==> src/rtl/cte_pkg.sv <==
package cte_pkg;
  localparam int CTL_W      = 32;
  localparam int PS_W       = 4;
  localparam int SYNC_W     = 2;
  // control word layout
  localparam int B_RUN      = 0;
  localparam int B_PRE_LO   = 1;
  localparam int B_PS_LO    = B_PRE_LO + PS_W;
  localparam int B_TAP      = B_PS_LO + PS_W;
  localparam int B_SYNC_LO  = B_TAP + 1;
  localparam int B_PCS      = B_SYNC_LO + SYNC_W;
  localparam int B_CYC      = 22;
  // counter tap positions
  localparam int TAP_LO_BIT = 6;
  localparam int TAP_HI_BIT = 10;
  localparam int SYNC_BASE  = 22;  // code k selects bit SYNC_BASE + 2k
  localparam logic [CTL_W-1:0] CTL_KEEP =
      (CTL_W'(1) << B_RUN) | (CTL_W'((1 << PS_W) - 1) << B_PRE_LO) |
      (CTL_W'(1) << B_TAP) | (CTL_W'((1 << SYNC_W) - 1) << B_SYNC_LO) |
      (CTL_W'(1) << B_PCS) | (CTL_W'(1) << B_CYC);
endpackage

==> src/rtl/cte_counter.sv <==
module cte_counter #(
  parameter int CNT_W      = 32,
  parameter bit NO_COUNTER = 1'b0
) (
  input  logic             clk,
  input  logic             rst_n,
  input  logic             run,
  input  logic             ld,
  input  logic [CNT_W-1:0] ld_val,
  output logic [CNT_W-1:0] cnt_o
);
  logic             inc;
  logic [CNT_W-1:0] cnt_q;

  generate
    if (NO_COUNTER) begin : g_absent
      assign inc = 1'b0;
    end else begin : g_present
      assign inc = run;
    end
  endgenerate

  always_ff @(posedge clk or negedge rst_n) begin
    if (!rst_n)   cnt_q <= '0;
    else if (ld)  cnt_q <= ld_val;
    else if (inc) cnt_q <= cnt_q + 1'b1;
  end

  assign cnt_o = cnt_q;


  cnt_inc_chk: assert property (@(posedge clk) disable iff (!rst_n)
    (run && !ld && !NO_COUNTER) |=> cnt_q == $past(cnt_q) + 1'b1);

  cnt_hold_chk: assert property (@(posedge clk) disable iff (!rst_n)
    (!run && !ld) |=> $stable(cnt_q));
endmodule

==> src/rtl/cte_toggle.sv <==
module cte_toggle #(
  parameter int SEL_W = 1
) (
  input  logic             clk,
  input  logic             rst_n,
  input  logic             tap_bit,
  input  logic [SEL_W-1:0] sel,
  input  logic             arm,
  output logic             toggle_o
);
  logic             prev_q;
  logic [SEL_W-1:0] sel_q;

  // prev is resampled every clock; a select change masks that clock
  always_ff @(posedge clk or negedge rst_n) begin
    if (!rst_n) begin
      prev_q <= 1'b0;
      sel_q  <= '0;
    end else begin
      prev_q <= tap_bit;
      sel_q  <= sel;
    end
  end

  assign toggle_o = arm && (tap_bit ^ prev_q) && (sel == sel_q);
endmodule

==> src/rtl/cte_postscale.sv <==
module cte_postscale #(
  parameter int PS_W = 4
) (
  input  logic            clk,
  input  logic            rst_n,
  input  logic            tick,
  input  logic [PS_W-1:0] preset,
  input  logic            wr,
  input  logic [PS_W-1:0] wr_val,
  output logic [PS_W-1:0] ps_o,
  output logic            fire_o
);
  logic [PS_W-1:0] ps_q;

  assign fire_o = tick && !wr && (ps_q == '0);

  always_ff @(posedge clk or negedge rst_n) begin
    if (!rst_n)             ps_q <= '0;
    else if (wr)            ps_q <= wr_val;
    else if (tick) begin
      if (ps_q == '0)       ps_q <= preset;
      else                  ps_q <= ps_q - 1'b1;
    end
  end

  assign ps_o = ps_q;


  ps_reload_chk: assert property (@(posedge clk) disable iff (!rst_n)
    fire_o |=> ps_q == $past(preset));

  ps_dec_chk: assert property (@(posedge clk) disable iff (!rst_n)
    (tick && !wr && ps_q != '0) |=> ps_q == $past(ps_q) - 1'b1);

  ps_wr_chk: assert property (@(posedge clk) disable iff (!rst_n)
    wr |=> ps_q == $past(wr_val));
endmodule

==> src/rtl/cyc_tap_evgen.sv <==
module cyc_tap_evgen
  import cte_pkg::*;
#(
  parameter int CNT_W      = 32,
  parameter bit NO_COUNTER = 1'b0
) (
  input  logic             clk,
  input  logic             rst_n,
  input  logic             cnt_ce,
  input  logic             sync_en_i,
  input  logic             reg_wr,
  input  logic             reg_sel,
  input  logic [CTL_W-1:0] reg_wdata,
  output logic [CTL_W-1:0] reg_rdata,
  output logic             pc_sample_o,
  output logic             cyc_evt_o,
  output logic             sync_req_o
);
  localparam logic [CTL_W-1:0] WR_MASK =
      NO_COUNTER ? (CTL_KEEP & ~(CTL_W'(1) << B_RUN)) : CTL_KEEP;

  logic [CTL_W-1:0]  ctrl_q;
  logic [CNT_W-1:0]  cnt;
  logic [PS_W-1:0]   ps;
  logic              ctl_wr, cnt_wr, run_en, fire, evt_tick, sync_tick;
  logic              evt_bit, sync_bit, sync_arm;
  logic [SYNC_W-1:0] sync_code;
  logic              pc_q, cyc_q, sync_q;

  assign ctl_wr    = reg_wr && !reg_sel;
  assign cnt_wr    = reg_wr && reg_sel;
  assign run_en    = ctrl_q[B_RUN];
  assign sync_code = ctrl_q[B_SYNC_LO +: SYNC_W];

  always_ff @(posedge clk or negedge rst_n) begin
    if (!rst_n)      ctrl_q <= '0;
    else if (ctl_wr) ctrl_q <= reg_wdata & WR_MASK;
  end

  cte_counter #(.CNT_W(CNT_W), .NO_COUNTER(NO_COUNTER)) u_cnt (
    .clk(clk), .rst_n(rst_n), .run(run_en && cnt_ce), .ld(cnt_wr),
    .ld_val(reg_wdata[CNT_W-1:0]), .cnt_o(cnt)
  );

  assign evt_bit = ctrl_q[B_TAP] ? cnt[TAP_HI_BIT] : cnt[TAP_LO_BIT];

  always_comb begin
    sync_bit = 1'b0;
    for (int k = 1; k < (1 << SYNC_W); k++)
      if (sync_code == SYNC_W'(k)) sync_bit = cnt[SYNC_BASE + 2 * k];
  end
  assign sync_arm = run_en && (sync_code != '0);

  cte_toggle #(.SEL_W(1)) u_evt_tog (
    .clk(clk), .rst_n(rst_n), .tap_bit(evt_bit), .sel(ctrl_q[B_TAP]),
    .arm(run_en), .toggle_o(evt_tick)
  );

  cte_toggle #(.SEL_W(SYNC_W)) u_sync_tog (
    .clk(clk), .rst_n(rst_n), .tap_bit(sync_bit), .sel(sync_code),
    .arm(sync_arm), .toggle_o(sync_tick)
  );

  cte_postscale #(.PS_W(PS_W)) u_ps (
    .clk(clk), .rst_n(rst_n), .tick(evt_tick),
    .preset(ctrl_q[B_PRE_LO +: PS_W]), .wr(ctl_wr),
    .wr_val(reg_wdata[B_PS_LO +: PS_W]), .ps_o(ps), .fire_o(fire)
  );

  always_ff @(posedge clk or negedge rst_n) begin
    if (!rst_n) begin
      pc_q   <= 1'b0;
      cyc_q  <= 1'b0;
      sync_q <= 1'b0;
    end else begin
      pc_q   <= fire && ctrl_q[B_PCS];
      cyc_q  <= fire && !ctrl_q[B_PCS] && ctrl_q[B_CYC];
      sync_q <= sync_tick && sync_en_i;
    end
  end

  assign pc_sample_o = pc_q;
  assign cyc_evt_o   = cyc_q;
  assign sync_req_o  = sync_q;

  assign reg_rdata = reg_sel ? CTL_W'(cnt)
                             : (ctrl_q | (CTL_W'(ps) << B_PS_LO));


  cyc_gate_chk: assert property (@(posedge clk) disable iff (!rst_n)
    cyc_evt_o |-> $past(!ctrl_q[B_PCS] && ctrl_q[B_CYC]));

  sync_gate_chk: assert property (@(posedge clk) disable iff (!rst_n)
    sync_req_o |-> $past(sync_en_i && run_en));

  sync_off_chk: assert property (@(posedge clk) disable iff (!rst_n)
    sync_req_o |-> $past(sync_code) != '0);
endmodule

==> config.mk <==
export PLATFORM = sky130hd
export DESIGN_NAME = cyc_tap_evgen
export DESIGN_NICKNAME = d
export VERILOG_FILES = /design/src/rtl/cte_pkg.sv /design/src/rtl/cte_counter.sv /design/src/rtl/cte_toggle.sv /design/src/rtl/cte_postscale.sv /design/src/rtl/cyc_tap_evgen.sv
export SDC_FILE = /design/constraint.sdc
export NUM_CORES = 1
export LEC_CHECK = 0
export ABC_AREA = 1
export BUFFER_PORTS_ARGS = -buffer_cell sky130_fd_sc_hd__buf_2
export CORE_ASPECT_RATIO = 0.5
export CORE_UTILIZATION = 50
export CTS_CLUSTER_SIZE = 16
export DETAILED_ROUTE_END_ITERATION = 7
export PLACE_DENSITY = 0.76
export SYNTH_ARGS = -nofsm -noshare
export SYNTH_HDL_FRONTEND = slang
export SYNTH_SLANG_ARGS = --single-unit
==> constraint.sdc <==
create_clock -name clk -period 1.3 [get_ports clk]
set_input_delay 0.065 -clock clk [delete_from_list [all_inputs] [get_ports clk]]
set_output_delay 0.065 -clock clk [all_outputs]
set_load 0.005 [all_outputs]
Word level (Yosys, flattened, before mapping)
Cells that the tools add are included.
{"block": "word_totals", "ff_bits": 54, "output_inout_bits": 35, "wordCells": 51}
{"block": "classes", "n_addsub": 2, "eq_ne": 5, "n_mux": 10, "n_bitwise": 3, "reduce_logical": 21}
{"operator": "2-to-1 mux 32 bit", "count": 3}
{"operator": "adder 32 x 1 -> 32 bit, second input constant", "count": 1}
{"operator": "OR 23 x 9 -> 23 bit", "count": 1}
{"operator": "logical AND 1 bit", "count": 14}
{"operator": "2-to-1 mux 4 bit", "count": 3}
{"operator": "nonzero test 2 bit", "count": 3}
{"operator": "equality test 2 bit, second input constant", "count": 2}
{"operator": "zero test 4 bit", "count": 1}
{"operator": "2-to-1 mux 1 bit", "count": 4}
{"operator": "subtractor 4 x 1 -> 4 bit, second input constant", "count": 1}
{"operator": "zero test 1 bit", "count": 3}
{"operator": "equality test 2 x 1 -> 1 bit, second input constant", "count": 1}
{"operator": "equality test 2 bit", "count": 1}
{"operator": "bitwise XOR 1 bit", "count": 2}
{"operator": "equality test 1 bit", "count": 1}

Longest topological paths before layout
Gate-level depths: netlist of the first run.
{"block": "logic_depth", "word_depth": 8, "depth_mapped": 10, "depth_no_buf": 10}

Hierarchy
From an unflattened synthesis of the first run, not the netlist that was laid out.
{"block": "unflattened", "cells_unflattened": 552, "hier_area_um2": 3634.7}
{"mod": "cte_counter", "instances": 1, "cells_per_inst": 325, "area_each_um2": 2218.4}
{"mod": "cyc_tap_evgen", "instances": 1, "cells_per_inst": 148, "area_each_um2": 888.4}
{"mod": "cte_postscale", "instances": 1, "cells_per_inst": 46, "area_each_um2": 290.3}
{"mod": "cte_toggle at u_sync_tog", "instances": 1, "cells_per_inst": 20, "area_each_um2": 145.1}
{"mod": "cte_toggle at u_evt_tog", "instances": 1, "cells_per_inst": 13, "area_each_um2": 92.6}

Worst setup path after synthesis of the first run
Ideal clock, no wire load.
{"block": "synth_timing", "path_kind": "register to register", "from": "register u_cnt.cnt_q[1] (netlist: u_cnt.cnt_o[1])", "to": "register u_cnt.cnt_q[20] (netlist: u_cnt.cnt_o[20])", "setup_time_ns": 0.124, "arrival_ns": 1.241, "t_required_ns": 1.176, "slack_ns": -0.065, "path_stages_with_launch": 9, "period_less_slack_ns": 1.365, "cell_sequence": "dfrtp_1 -> ha_1 -> nand3_1 -> inv_2 -> nand2_4 -> nor2_4 -> nand2_1 -> xor2_1 -> o21bai_2"}
{"block": "synth_between", "elab_chain_cells": 3}
{"element": "from (decl)", "line_no": "cte_counter.sv:13", "rtl": "logic [CNT_W-1:0] cnt_q;"}
{"element": "from (signal assigned)", "line_no": "cte_counter.sv:25", "rtl": "else if (ld) cnt_q <= ld_val;"}
{"element": "from (signal assigned)", "line_no": "cte_counter.sv:26", "rtl": "else if (inc) cnt_q <= cnt_q + 1'b1;"}
{"element": "adder 32 x 1 -> 32 bit", "line_no": "cte_counter.sv:26"}
{"element": "2-to-1 mux 32 bit", "line_no": "cte_counter.sv:26"}
{"element": "2-to-1 mux 32 bit", "line_no": "cte_counter.sv:25"}
No other way between the ends. The select of a mux whose other input is x is not followed.
A chain may end at the register's enable or synchronous reset.

Worst setup path in the final report of the first run
{"block": "layout_timing", "from": "register u_cnt.cnt_q[1] (netlist: u_cnt.cnt_o[1])", "to": "register u_cnt.cnt_q[22] (netlist: u_cnt.cnt_o[22])"}
Same word-level chain as after synthesis.

==> summary.md, run 1 <==
| Metric | Value |
|---|---|
| Total gr overflow | `0` |
| Worst-case hold path end point | `sync_req_o$_DFF_PN0_` |
| Crit-path max FO | `4` |
| Placed instance count | `762` |
| Hold crit path type | `primary input to flop` |
| Final Cycle Share | `1.23` |
| Sequential cell fraction of total power | `0.368` |
| Clock Skews | `0.00800 ns` |
| Final Util | `0.772` |
| Compound-gate portion of the synthesized area | `0.137` |
| Worst Setup Slack, final | `-0.301 ns` |
| Endpoints failing setup | `33` |
| Vias in the first global route | `3,879` |
| R2r setup slk | `-0.30 ns` |
| Worst-margin pin slew | `0.429 ns` |
| Number of max-cap violations | `0` |
| Die Area | `0.00765 mm²` |
| Net Sw Frac | `0.374` |
| Largest family of logic cells by synthesized area | `simple AND/OR/NAND/NOR gates` |
| Syn_nets | `576` |
| Cell area after layout | `0.00529 mm²` |
| Most used DFF post-synth | `dfrtp_1` |
| Clk pin slew, worst setup/hold paths | `0.08 ns` |
| DR vias/cell | `5.49` |
| Die H | `62.4 µm` |
| Status | `finished with violations` |
| Largest net degree at the start of global routing | `41` |
| YS warnings | `0` |
| Area grow syn2layout | `45.3%` |
| Sequence of cells on the critical path | `ha_2, nand3_4, buf_6, nor2_4, nand3_2, nor2_4, nand2_1, nand2_1, o21ai_1` |
| Initial Util | `0.531` |
| Leak | `2.76 nW` |
| Nets | `735` |
| Maximum vdd drop | `0.631 mV` |
| Final wirelength | `12.4 mm` |
| Core Region | `0.00686 mm²` |
| Number of synthesized flops with an enable pin | `0` |
| Multiplexer area fraction after synthesis | `0` |
| Number of fill cells in the layout | `452` |
| Req. time, crit path | `1.48 ns` |
| DR iter-0 viols | `452` |
| All-Layer GR Usage | `0.324` |
| Routability Congestion | `0.963` |
| Yosys reg bits | `54` |
| DP HPWL | `8.45 mm` |
| H-tree Lvls | `2` |
| Synth top area share | `0.371` |
| Slew Limit Headroom | `0.714` |
| Finished Layout Cells | `788` |
| Initial antenna violation count | `0` |
| Placed cell area | `0.00466 mm²` |
| CTS tree | `yes` |
| Row count | `21` |
| WL per Instance | `15.7 µm` |
| WHS | `0.00879 ns` |
| Combinational share of power | `0.405` |
| Sequential-to-total area share from yosys stat | `0.371` |
| Fmax | `625 MHz` |
| CTS Buffer Depth | `2` |
| Post-Syn Area | `0.00364 mm²` |
| CTS Buf Count | `5` |
| Pwr per Cell Area | `1200 mW/mm²` |
| Top-count cell post-synth | `nand2_1` |
| Post-Synth Adder-Cell Area | `0.00687` |
| CP arrival | `1.78 ns` |
| Syn Area/Cell | `6.80 µm²` |
| Share of layout cells above drive strength 1 | `0.381` |
| Fraction of registers with async set/reset | `1.00` |
| Worst hold start | `sync_en_i` |
| Residual DRC | `0` |
| Reg2reg path depth | `9` |
| Crit path max-delay cell type | `dfrtp_1` |
| Pint | `3.97 mW` |
| CTS sink cnt | `54` |
| Buffers added on ports | `72` |
| Die X | `123 µm` |
| Count of cell types in the netlist | `36` |
| Startpoint Class | `flop` |
| Minimum clock period | `1.60 ns` |
| I/O pins | `73` |
| Simple-Gate Fraction of Synth Area | `0.357` |
| Reg-to-reg endpoint | `u_cnt.cnt_o[22]$_DFFE_PN0P_` |
| Switching Power | `2.37 mW` |
| Latest clock arrival within the worst-skew pair | `0.30 ns` |
| Root Buffer | `clkbuf_16` |
| Reg-to-reg critical path startpoint | `u_cnt.cnt_o[1]$_DFFE_PN0P_` |
| Clock power share | `0.227` |
| Failing checks | `setup timing` |
| # diodes | `0` |
| Most frequent cells after synthesis | `nand2_1 (182), inv_1 (73), dfrtp_1 (54), nor2_1 (52), o21ai_0 (36)` |
| XOR/XNOR Fraction of Synth Area | `0.0313` |
| RSZ-0062 raised after global routing | `true` |
| Global-route wire length before repair | `19.2 mm` |
| Initial DRT Pass Iterations | `5` |
| Synth Instances | `536` |
| Top area cells in the synthesized netlist | `dfrtp_1 (37%), nand2_1 (19%), inv_1 (7.5%), nor2_1 (5.4%), o21ai_0 (4.9%)` |
| Total number of vias | `4,323` |
| Largest stage delay, worst path | `0.41 ns` |
| Final slew viol count | `0` |
| Worst setup EP type | `flop` |
| Fin Setup TNS | `-6.29 ns` |
| Hold Path Depth | `3` |
| Critical Setup Path Class | `flop to flop` |
| Post-synth top area cell | `dfrtp_1` |
| Post-route ant nets | `0` |
| Final hold vios | `0` |
## state kept, by name (all words and copies together) (netlist names)
register	cells
u_evt_tog.sel_q	1
cyc_evt_o	1
ctrl_q	10
pc_sample_o	1
u_sync_tog.sel_q	2
u_ps.ps_o	4
u_evt_tog.prev_q	1
sync_req_o	1
u_sync_tog.prev_q	1
u_cnt.cnt_o	32
## layout by cell type, fill, tap and decap left out, types with 10 or more instances in the layout
master	count
buf_2	72
buf_4	73
buf_6	15
dfrtp_1	50
inv_1	70
nand2_1	167
nand2_2	22
nand3_1	21
nor2_1	41
nor2_2	10
nor2_4	17
o21ai_0	25
## routing by layer
metal  wire (µm)  global-route usage
met1        5370               0.469
met2        5440               0.495
met3        1170              0.0625
met4         419              0.0838
met5           0                   0
## through the flow
step           total power, mW  worst slack (ns)
2_1_floorplan             3.42           -0.0419
3_3_place_gp              4.46            -0.131
3_5_place_dp              4.50            -0.225
4_1_cts                   6.08            -0.195
5_1_grt                   6.70            -0.356
6_report                  6.34            -0.301
## layout make-up
type                    count  area (µm²)  share of cell area
multi-input cells         392        2210               0.417
inverters                  76         290              0.0548
clock buffers               6         139              0.0262
flip-flops and latches     54        1360               0.256
clock inverters             2        17.5             0.00331
repair buffers            166        1170               0.221
well taps                  92         115              0.0217
## timing repair
item | in CTS | in global routing
endpoints found under the hold margin | 16 | 0
gates resized for setup | 40 | 61
hold buffers | 3 | 0
setup endpoints to repair | 33 | 41
pin swaps | 14 | 35
buffers inserted | 11 | 8
## cell families after synthesis
group                      Yosys count
and+or+nand+nor                    298
buffers and inverters               90
AOI/OAI and AO/OA                   79
DFF                                 54
xor gates and xnor gates            13
adders and majority gates            2
## worst max-delay path: cells and delay by family, from the launching register on
family	cells	cell delay (ns)
fa+ha+maj	1	0.24
flops	1	0.41
simple gates	6	0.59
compound gates	1	0.10
buf+inv	1	0.13
## power by group through the flow
stage | registers (mW) | logic (mW) | clock network (mW)
finish | 2.33 | 2.57 | 1.44
global route | 2.37 | 2.81 | 1.51
CTS | 2.30 | 2.33 | 1.45
detailed placement | 2.33 | 2.18 | 0
global placement | 2.32 | 2.14 | 0
floorplan | 2.32 | 1.10 | 0
## worst max path at each step
stage,startpoint,to
3_3_place_gp,u_cnt.cnt_o[13]$_DFFE_PN0P_,u_cnt.cnt_o[23]$_DFFE_PN0P_
6_report,u_cnt.cnt_o[1]$_DFFE_PN0P_,u_cnt.cnt_o[22]$_DFFE_PN0P_
2_1_floorplan,u_cnt.cnt_o[1]$_DFFE_PN0P_,u_cnt.cnt_o[20]$_DFFE_PN0P_
4_1_cts,u_cnt.cnt_o[1]$_DFFE_PN0P_,u_cnt.cnt_o[29]$_DFFE_PN0P_
3_5_place_dp,u_cnt.cnt_o[1]$_DFFE_PN0P_,u_cnt.cnt_o[10]$_DFFE_PN0P_
5_1_grt,u_cnt.cnt_o[1]$_DFFE_PN0P_,u_cnt.cnt_o[22]$_DFFE_PN0P_
Note: power is estimated with default switching activity, not from simulation.
==> run 2, diff against run 1 <==
--- a/config.mk
+++ b/config.mk
@@ -8,10 +8,10 @@
 export ABC_AREA = 1
 export BUFFER_PORTS_ARGS = -buffer_cell sky130_fd_sc_hd__buf_2
 export CORE_ASPECT_RATIO = 0.5
-export CORE_UTILIZATION = 50
+export CORE_UTILIZATION = 55
 export CTS_CLUSTER_SIZE = 16
 export DETAILED_ROUTE_END_ITERATION = 7
-export PLACE_DENSITY = 0.76
+export PLACE_DENSITY = 0.8
 export SYNTH_ARGS = -nofsm -noshare
 export SYNTH_HDL_FRONTEND = slang
 export SYNTH_SLANG_ARGS = --single-unit
==> constraint.sdc (replaced) <==
create_clock -name clk -period 2.1 [get_ports clk]
set_input_delay 0.105 -clock clk [delete_from_list [all_inputs] [get_ports clk]]
set_output_delay 0.105 -clock clk [all_outputs]
set_load 0.005 [all_outputs]
==> run 2 against run 1 <==
The flow now finishes without violations. Critical endpoint is now u_cnt.cnt_o[29]$_DFFE_PN0P_. Sequential share of layout area rose by 5.8 points. Count of clock-buffer cells in the layout fell by 1. Design area decreased by 19%. Core utilization is 8.2 points lower. Highest routed layer unchanged. Die area is 8.9% lower. Flip-flop and latch count stayed put. Routed wire length is 24% lower. Register-to-register slack better by 0.79 ns. Combinational power down 63%.
==> summary.md, run 2 (synthesized netlist as in run 1, its figures left out) <==
| Metric | Value |
|---|---|
| Status | `completed` |
| CTS sink cnt | `54 (unchanged)` |
| Leak | `2.28 nW (-17%)` |
| Max reg flops | `32 (unchanged)` |
| Final slew viol count | `0 (unchanged)` |
| Residual DRC | `0 (unchanged)` |
| Pint | `2.21 mW (-44%)` |
| Fmax | `619 MHz (-0.92%)` |
| I/O pins | `73 (unchanged)` |
| Final wirelength | `9.44 mm (-24%)` |
| Die X | `117 µm (-4.6%)` |
| Minimum clock period | `1.62 ns (+0.0148 ns)` |
| DR iter-0 viols | `271 (-40%)` |
| Largest net degree at the start of global routing | `55 (+34%)` |
| Final Cycle Share | `0.770 (-0.462)` |
| Post-route ant nets | `0 (unchanged)` |
| Nets | `651 (-11%)` |
| CTS Buf Count | `5 (unchanged)` |
| Hold Path Depth | `3 (unchanged)` |
| WL per Instance | `13.5 µm (-14%)` |
| # diodes | `0 (unchanged)` |
| DP HPWL | `7.14 mm (-15%)` |
| Cell area after layout | `0.00430 mm² (-19%)` |
| Final hold vios | `0 (unchanged)` |
| Clock power share | `0.282 (+0.055)` |
| Vias in the first global route | `3,179 (-18%)` |
| Net Sw Frac | `0.358 (-0.0164)` |
| Routability Congestion | `0.950 (-1.4%)` |
| Die Area | `0.00697 mm² (-8.9%)` |
| Number of max-cap violations | `0 (unchanged)` |
| Hold crit path type | `primary input to flop` |
| Initial DRT Pass Iterations | `5 (unchanged)` |
| CTS Buffer Depth | `2 (unchanged)` |
| Total gr overflow | `0 (unchanged)` |
| CP arrival | `1.80 ns (+0.02 ns)` |
| Resized Gates After CTS | `0 (-100%)` |
| Row count | `20 (-4.8%)` |
| Buffers added on ports | `72 (unchanged)` |
| Root Buffer | `clkbuf_16` |
| Placed instance count | `691 (-9.3%)` |
| Area grow syn2layout | `18.0%` |
| Worst setup EP type | `flop` |
| Initial Util | `0.585 (+0.0534)` |
| Fin Setup TNS | `0 ns (+6.29 ns)` |
| H-tree Lvls | `2 (unchanged)` |
| All-Layer GR Usage | `0.293 (-0.0310)` |
| Placed cell area | `0.00411 mm² (-12%)` |
| Worst Setup Slack, final | `0.484 ns (+0.785 ns)` |
| Hold-fix buffers at CTS | `1 (-2)` |
| Clk pin slew, worst setup/hold paths | `0.07 ns (about the same)` |
| Postcts setup bufs | `0 (-11)` |
| Worst-margin pin slew | `0.698 ns (+0.270 ns)` |
| Pwr per Cell Area | `799 mW/mm² (-33%)` |
| Setup slack at placement | `0.529 ns (+0.754 ns)` |
| Initial antenna violation count | `0 (unchanged)` |
| Crit-path max FO | `5 (+1)` |
| Core Region | `0.00623 mm² (-9.1%)` |
| RSZ-0062 raised after global routing | `false` |
| Most common cell after layout, fill and taps aside | `nand2_1` |
| Finished Layout Cells | `700 (-11%)` |
| Combinational share of power | `0.279 (-0.126)` |
| Latest clock arrival within the worst-skew pair | `0.30 ns (about the same)` |
| DR vias/cell | `5.20 (-5.1%)` |
| Req. time, crit path | `2.28 ns (+0.80 ns)` |
| Number of fill cells in the layout | `557 (+23%)` |
| Total number of vias | `3,643 (-16%)` |
| Critical Setup Path Class | `flop to flop` |
| Die H | `59.5 µm (-4.5%)` |
| Switching Power | `1.23 mW (-48%)` |
| Clock Skews | `0.00919 ns (+0.00119 ns)` |
| Share of layout cells above drive strength 1 | `0.206 (-0.175)` |
| CTS tree | `yes` |
| Reg2reg path depth | `9 (unchanged)` |
| Maximum vdd drop | `0.424 mV (-33%)` |
| Sequential cell fraction of total power | `0.439 (+0.071)` |
| Endpoints failing setup | `0 (-100%)` |
| Most frequent cells in the layout | `nand2_1 (182), inv_1 (73), buf_2 (72)` |
| Startpoint Class | `flop` |
| Slew Limit Headroom | `0.534 (-0.180)` |
| Global-route wire length before repair | `15.2 mm (-21%)` |
[run 2: cell types whose count changed in the layout (fill, tap and decap cells not counted), moves of 9 or more]
cell and change:
o21ai_0 +11, nor2_4 -9, nand3_1 +9, buf_6 -15, nand2_1 +15, nand2_2 -13
nor2_1 +11, buf_4 -64
[run 2: per-stage QoR]
stage / utilization / total power, mW / hold WS (ns)
2_1_floorplan: - / 2.11 / -0.191
3_3_place_gp: 0.660 / 2.45 / 0.283
3_5_place_dp: 0.660 / 2.47 / 0.278
4_1_cts: 0.690 / 3.43 / 0.0219
5_1_grt: 0.690 / 3.66 / 0.0396
6_report: 0.690 / 3.43 / 0.0166
[run 2: cell type report]
type	instances	area [µm²]	share of cell area
inverters	76	285	0.0664
clock buffers	5	125	0.0291
clock inverters	3	47.5	0.0111
flip-flops and latches	54	1350	0.315
multi-input cells	392	1940	0.451
repair buffers	82	438	0.102
well taps	88	110	0.0256
[run 2: critical path: stages (launching register included)]
cell	delay, ns
dfrtp_1	0.49
nand2_2	0.09
nor2_1	0.24
nand2_1	0.10
nor2_2	0.19
nand2_1	0.10
nand2_1	0.06
nand2_1	0.04
o21bai_1	0.12
nand2_1	0.05
[run 2: final timing paths]
kind,startpoint,end,slack [ns]
max in group asynchronous,rst_n,ctrl_q[10]$_DFFE_PN0P_,1.17
setup / recovery,u_cnt.cnt_o[10]$_DFFE_PN0P_,u_cnt.cnt_o[29]$_DFFE_PN0P_,0.48
min in group asynchronous,rst_n,u_cnt.cnt_o[30]$_DFFE_PN0P_,0.46
setup reg to reg,u_cnt.cnt_o[10]$_DFFE_PN0P_,u_cnt.cnt_o[29]$_DFFE_PN0P_,0.48
hold / removal,reg_wdata[17],u_cnt.cnt_o[17]$_DFFE_PN0P_,0.02
hold reg to reg,ctrl_q[9]$_DFFE_PN0P_,u_evt_tog.sel_q$_DFF_PN0_,0.46
[run 2: metal layers]
layer	routed length, µm	vias up	track usage
met2	4180	127	0.481
met1	4510	1675	0.409
li1	-	1829	-
met4	93	0	0.0561
met3	655	12	0.0583
met5	0	-	0
[run 2: power by group through the flow]
stage / registers [mW] / logic (mW) / clock network [mW]
floorplan: 1.43 / 0.680 / 0
global placement: 1.51 / 0.933 / 0
detailed placement: 1.52 / 0.953 / 0
CTS: 1.50 / 0.963 / 0.972
global route: 1.54 / 1.10 / 1.02
finish: 1.51 / 0.959 / 0.967
